**src/rtl/plp_pkg.sv**
```systemverilog
package plp_pkg;

    typedef enum logic [1:0] {
        SH_IDLE = 2'd0,
        SH_UP   = 2'd1,
        SH_DN   = 2'd2
    } shift_dir_e;

    typedef struct packed {
        logic up;
        logic dn;
    } shift_line_t;

    function automatic shift_dir_e dir_of_change(input logic new_flag);
        return new_flag ? SH_DN : SH_UP;
    endfunction

    function automatic shift_line_t line_of(input shift_dir_e d, input logic busy);
        shift_line_t l;
        l.up = busy && (d == SH_UP);
        l.dn = busy && (d == SH_DN);
        return l;
    endfunction

endpackage

```
**src/rtl/plp_phase_path.sv**
```systemverilog
module plp_phase_path (
    input  logic clk,
    input  logic rst,
    input  logic phs_in,
    input  logic clk_pulse,
    input  logic bypass,
    output logic phs_sync,
    output logic phs_rise,
    output logic phs_out
);
    logic s1, s2, s2_d, dly;

    always_ff @(posedge clk) begin
        if (rst) begin
            s1   <= 1'b0;
            s2   <= 1'b0;
            s2_d <= 1'b0;
            dly  <= 1'b0;
        end else begin
            s1   <= phs_in;
            s2   <= s1;
            s2_d <= s2;
            if (clk_pulse) dly <= s2;
        end
    end

    assign phs_sync = s2;
    assign phs_rise = s2 && !s2_d;
    assign phs_out  = bypass ? s2 : dly;

    // with no strobe and no bypass, the phase output holds
    p_hold_r7: assert property (@(posedge clk) disable iff (rst)
        (!bypass && !$past(bypass) && !$past(clk_pulse) && !$past(rst)) |-> $stable(phs_out));

endmodule

```
**src/rtl/plp_req_filter.sv**
```systemverilog
module plp_req_filter #(
    parameter int ENTRY_EDGES = 8
) (
    input  logic clk,
    input  logic rst,
    input  logic req_n,
    input  logic phs_rise,
    output logic flag
);
    localparam int CNT_W = (ENTRY_EDGES > 1) ? $clog2(ENTRY_EDGES) : 1;

    logic             r1, r2;
    logic [CNT_W-1:0] cnt;

    always_ff @(posedge clk) begin
        if (rst) begin
            r1   <= 1'b0;
            r2   <= 1'b0;
            cnt  <= '0;
            flag <= 1'b0;
        end else begin
            r1 <= !req_n;
            r2 <= r1;
            if (!r2) cnt <= '0;
            if (phs_rise) begin
                if (!flag) begin
                    if (r2) begin
                        if (cnt == CNT_W'(ENTRY_EDGES - 1)) begin
                            flag <= 1'b1;
                            cnt  <= '0;
                        end else begin
                            cnt <= cnt + 1'b1;
                        end
                    end
                end else if (!r2) begin
                    flag <= 1'b0;
                end
            end
        end
    end

    // edge counter never exceeds the entry count
    p_cnt_bound_r2: assert property (@(posedge clk) disable iff (rst)
        int'(cnt) < ENTRY_EDGES);

    // the flag moves only right after a phase edge
    p_flag_on_edge_r4: assert property (@(posedge clk) disable iff (rst)
        (!$past(rst) && (flag != $past(flag))) |-> $past(phs_rise));

    // a released request leaves the counter cleared
    p_cnt_clear_r3: assert property (@(posedge clk) disable iff (rst)
        (!$past(rst) && !$past(r2)) |-> (cnt == '0));

endmodule

```
**src/rtl/plp_shift_pulse.sv**
```systemverilog
module plp_shift_pulse
    import plp_pkg::*;
#(
    parameter int PULSE_CYC = 3
) (
    input  logic clk,
    input  logic rst,
    input  logic flag,
    output logic up,
    output logic dn
);
    localparam int PW_W = $clog2(PULSE_CYC + 1);

    logic            flag_d;
    logic [PW_W-1:0] left;
    shift_dir_e      dir;
    shift_line_t     line;

    always_ff @(posedge clk) begin
        if (rst) begin
            flag_d <= 1'b0;
            left   <= '0;
            dir    <= SH_IDLE;
        end else begin
            flag_d <= flag;
            if (flag != flag_d) begin
                left <= PW_W'(PULSE_CYC);
                dir  <= dir_of_change(flag);
            end else if (left != '0) begin
                left <= left - 1'b1;
            end
        end
    end

    assign line = line_of(dir, left != '0);
    assign up   = line.up;
    assign dn   = line.dn;

    // status line never driven both ways
    p_excl_r9: assert property (@(posedge clk) disable iff (rst) !(up && dn));

    // entry is followed by a low pulse
    p_dn_after_entry_r8: assert property (@(posedge clk) disable iff (rst)
        (!$past(rst) && $rose(flag)) |=> dn);

    // exit is followed by a high pulse
    p_up_after_exit_r9: assert property (@(posedge clk) disable iff (rst)
        (!$past(rst) && $fell(flag)) |=> up);

endmodule

```
**src/rtl/phase_lowpower_ctl.sv**
```systemverilog
module phase_lowpower_ctl #(
    parameter int ENTRY_EDGES = 8,
    parameter int PULSE_CYC   = 3
) (
    input  logic clk,
    input  logic rst,
    input  logic req_n,
    input  logic phs_in,
    input  logic clk_pulse,
    input  logic hs_req,
    input  logic ls_req,
    input  logic oc_trip,
    output logic hs_drive,
    output logic ls_drive,
    output logic drv_float,
    output logic share_en,
    output logic phs_out,
    output logic oc_hit,
    output logic shift_up,
    output logic shift_dn,
    output logic ps_active
);
    logic phs_sync, phs_rise, flag, oc_blk;

    plp_phase_path u_phase (
        .clk       (clk),
        .rst       (rst),
        .phs_in    (phs_in),
        .clk_pulse (clk_pulse),
        .bypass    (flag),
        .phs_sync  (phs_sync),
        .phs_rise  (phs_rise),
        .phs_out   (phs_out)
    );

    plp_req_filter #(.ENTRY_EDGES(ENTRY_EDGES)) u_filter (
        .clk      (clk),
        .rst      (rst),
        .req_n    (req_n),
        .phs_rise (phs_rise),
        .flag     (flag)
    );

    plp_shift_pulse #(.PULSE_CYC(PULSE_CYC)) u_shift (
        .clk  (clk),
        .rst  (rst),
        .flag (flag),
        .up   (shift_up),
        .dn   (shift_dn)
    );

    always_ff @(posedge clk) begin
        if (rst)           oc_blk <= 1'b0;
        else if (oc_trip)  oc_blk <= 1'b1;
        else if (phs_rise) oc_blk <= 1'b0;
    end

    assign hs_drive  = hs_req && !flag && !oc_blk;
    assign ls_drive  = ls_req && !flag;
    assign drv_float = flag;
    assign share_en  = !flag;
    assign oc_hit    = oc_blk;
    assign ps_active = flag;

    // drivers parked in the low-power state
    p_drv_parked_r5: assert property (@(posedge clk) disable iff (rst)
        ps_active |-> (drv_float && !hs_drive && !ls_drive));

    // share output detached in the low-power state
    p_share_off_r6: assert property (@(posedge clk) disable iff (rst)
        ps_active |-> !share_en);

    // a trip blanks the high side on the following cycle
    p_oc_blank_r10: assert property (@(posedge clk) disable iff (rst)
        $past(oc_trip && !rst) |-> (!hs_drive && oc_hit));

endmodule

```
**config.mk**
```make
export PLATFORM = sky130hd
export DESIGN_NAME = phase_lowpower_ctl
export DESIGN_NICKNAME = d
export VERILOG_FILES = /design/src/rtl/plp_pkg.sv /design/src/rtl/plp_phase_path.sv /design/src/rtl/plp_req_filter.sv /design/src/rtl/plp_shift_pulse.sv /design/src/rtl/phase_lowpower_ctl.sv
export SDC_FILE = /design/constraint.sdc
export NUM_CORES = 1
export LEC_CHECK = 0
export CORE_MARGIN = 5
export CORE_UTILIZATION = 32
export DETAILED_ROUTE_END_ITERATION = 12
export DONT_BUFFER_PORTS = 1
export PLACE_DENSITY = 0.59
export SLEW_MARGIN = 20
export SYNTH_ARGS = -nofsm -noshare
export SYNTH_HDL_FRONTEND = slang
export SYNTH_SLANG_ARGS = --single-unit
```
**constraint.sdc**
```tcl
create_clock -name clk -period 1 [get_ports clk]
set_input_delay 0.1 -clock clk [delete_from_list [all_inputs] [get_ports clk]]
set_output_delay 0.1 -clock clk [all_outputs]
set_load 0.005 [all_outputs]
```
==> impl_metrics.env <==
export IMPL_clk_latency_ps=280
export IMPL_min_period_ps=1136
export IMPL_routed_wl_um=1292
export IMPL_finClkSkew_ps=4.739
export IMPL_place_congestion=0.6557
export IMPL_cts_sinks=16
export IMPL_dieArea_um2=3102
export IMPL_hold_path_class="input port to flip-flop"
export IMPL_slowest_delay_ps=330
export IMPL_vias=498
export IMPL_peakVddDrop_uv=858.1
export IMPL_antenna_found_initial=0
export IMPL_vias_per_cell=4.569
export IMPL_finalHoldViolCount=0
export IMPL_path_delay_family="flip-flops"
export IMPL_worstPathRequired_ps=1220
export IMPL_drive_above_1_share_pct=52.44
export IMPL_globalRoute_totalOverflow=0
export IMPL_synthCells=68
export IMPL_startpoint_type="flip-flop"
export IMPL_seq_area_um2=330.3
export IMPL_cts_made_buffers=3
export IMPL_max_slew_margin_rel_pct=64.11
export IMPL_rows=16
export IMPL_timing_fmax_mhz=880.4
export IMPL_drv_slew=0
export IMPL_synth_distinct_cells=24
export IMPL_drv_cap=0
export IMPL_io_pins=17
export IMPL_rsz0062_at_grt="true"
export IMPL_grt_pass1_vias=550
export IMPL_syn_avg_cell_area_um2=9.826
export IMPL_synth_fp_nets=79
export IMPL_worst_ep_arrival_time_ps=1350
export IMPL_path_buf_inv=2
export IMPL_place_area_um2=728.2
export IMPL_hpwlAfterDp_um=828.1
export IMPL_final_util_pct=49.68
export IMPL_die_width_um=55.70
export IMPL_clockRootBuffer="clkbuf_4"
export IMPL_violations="negative setup slack"
export IMPL_drt_initial_drc_count=3
export IMPL_drtPass1Iterations=2
export IMPL_yosys_warnings=0
export IMPL_p_leak_nw=0.3529
export IMPL_final_common_cell="dfxtp_1"
export IMPL_setup_slack_ps=-135.8
export IMPL_fin_area_um2=984.7
export IMPL_power_total_mw=1.717
export IMPL_num_antenna_cells=0
export IMPL_worstPathCellList="inv_2 > ha_4 > buf_6 > mux2_4 > a21oi_2"
export IMPL_routedWlPerCell_um=11.85
export IMPL_syn_area_um2=668.1
export IMPL_grt_pass1_wl_um=2339
export IMPL_clk_pin_slew_worst_paths_ps=90
export IMPL_fin_crit_sh_pct=113.6
export IMPL_power_density_nw_per_um2=1743
export IMPL_outcome="complete, but fails checks"
export IMPL_cts_tree="built"
export IMPL_io_buffers=0
export IMPL_syn_to_final_growth_pct=47.38
export IMPL_worst_pin_slew_ps=536.6
export IMPL_crit_fanout=4
export IMPL_grt_usage_pct=9.565
export IMPL_ys_ff_latch=16
export IMPL_layout_common_cells="dfxtp_1 (10), nor2_1 (5), a21oi_2 (5), dlygate4sd3_1 (5), dfxtp_2 (5)"
export IMPL_route_detailed_drc=0
export IMPL_finalNetCount=94
export IMPL_ys_seq_area_share_pct=47.94
export IMPL_cpMaxStageDelayCell="dfxtp_2"
export IMPL_path_class="flip-flop to flip-flop"
export IMPL_antenna_left=0
export IMPL_fillers=177
export IMPL_htree_levels=1
export IMPL_die_h_um=55.70
export IMPL_grt_max_degree=14
export IMPL_initial_core_util_pct=33.71
export IMPL_multiInputGateArea_um2=440.4
export IMPL_clockBufferDepth=2
export IMPL_cp_end_kind="flip-flop"
export IMPL_setup_viol=9
export IMPL_core_region_area_um2=1982
## area by class of cell
type                    count  share of cell area (%)
inverters                   4                   1.525
multi-input cells          45                   44.73
repair buffers             13                   13.09
clock buffers               4                   3.685
well taps                  27                   3.431
flip-flops and latches     16                   33.55
## final timing paths
| kind | cells after the start | startpoint | slack [ps] | to |
|---|---|---|---|---|
| setup / recovery | 5 | u_shift.left[1] | -140 | u_shift.left[1] |
| hold reg to reg | 1 | u_phase.s1 | 440 | u_phase.phs_sync |
| setup reg to reg | 5 | u_shift.left[1] | -140 | u_shift.left[1] |
| hold / removal | 2 | rst | 70 | u_filter.cnt[0] |
## synthesized netlist by cell type
master	number	area [um2]
nor3_1	1	5.000
and2_1	1	6.260
nor2_1	6	22.52
nor3b_1	3	22.52
nand2b_1	3	18.77
buf_2	1	5.000
a21oi_2	2	17.52
mux2i_1	1	10.01
nor2b_1	5	31.28
mux2_1	1	11.26
buf_4	1	7.510
inv_1	4	15.01
dfxtp_1	16	320.3
mux2_2	1	11.26
o21ai_1	3	15.01
nand2b_4	1	13.76
a31oi_1	1	6.260
ha_1	3	37.54
nor3b_4	1	18.77
xor2_1	1	8.760
a21oi_1	6	30.03
nand2_1	4	15.01
nand3b_1	1	7.510
buf_6	1	11.26
## power breakdown
part           internal [mW]  switching (mW)
Sequential             0.691          0.0301
Combinational          0.354           0.224
Clock                  0.221           0.196
## per-layer routing
layer	track usage [%]	vias up	wire length [um]	part of all wire, %
li1	-	250	-	-
met1	9.392	230	517	40
met2	16.05	16	654	51
met3	4.872	2	98	7.6
met4	5.556	0	22	1.7
met5	0	-	0	0
## through the flow
step,worst slack (ps),hold WS (ps),setup TNS [ps],cells
floorplan,-2.464,171.6,-2.464,68
global placement,-33.20,159.3,-102.3,96
detailed placement,-46.52,161.8,-119.5,96
CTS,-164.6,24.90,-762.1,109
global route,-188.0,62.30,-1183,109
finish,-135.8,65.33,-634.8,109
## registers in the layout, indices dropped and copies added (netlist names)
| name | flops |
|---|---|
| u_filter.flag | 1 |
| u_filter.cnt | 3 |
| u_phase.dly | 1 |
| u_phase.phs_sync | 1 |
| u_shift.left | 2 |
| u_shift.dir | 2 |
| u_shift.flag_d | 1 |
| oc_hit | 1 |
| u_phase.s1 | 1 |
| u_filter.r1 | 1 |
| u_phase.s2_d | 1 |
| u_filter.r2 | 1 |
## logic make-up after synthesis
| group | share of synthesized area [%] |
|---|---|
| flip-flops | 47.94 |
| buffers and inverters | 5.804 |
| AND/OR/NAND/NOR | 24.16 |
| AO/OA/AOI/OAI | 10.30 |
| multiplexers | 4.869 |
| adder cells (fa/ha/maj) | 5.619 |
| XOR/XNOR | 1.311 |
## what timing repair did
item	in CTS	in global routing
hold buffers	5	0
endpoints found under the hold margin	13	0
setup endpoints to repair	13	13
pin swaps	9	7
resized for setup	20	14
setup buffers	4	0
(Power assumes the default switching activity.)
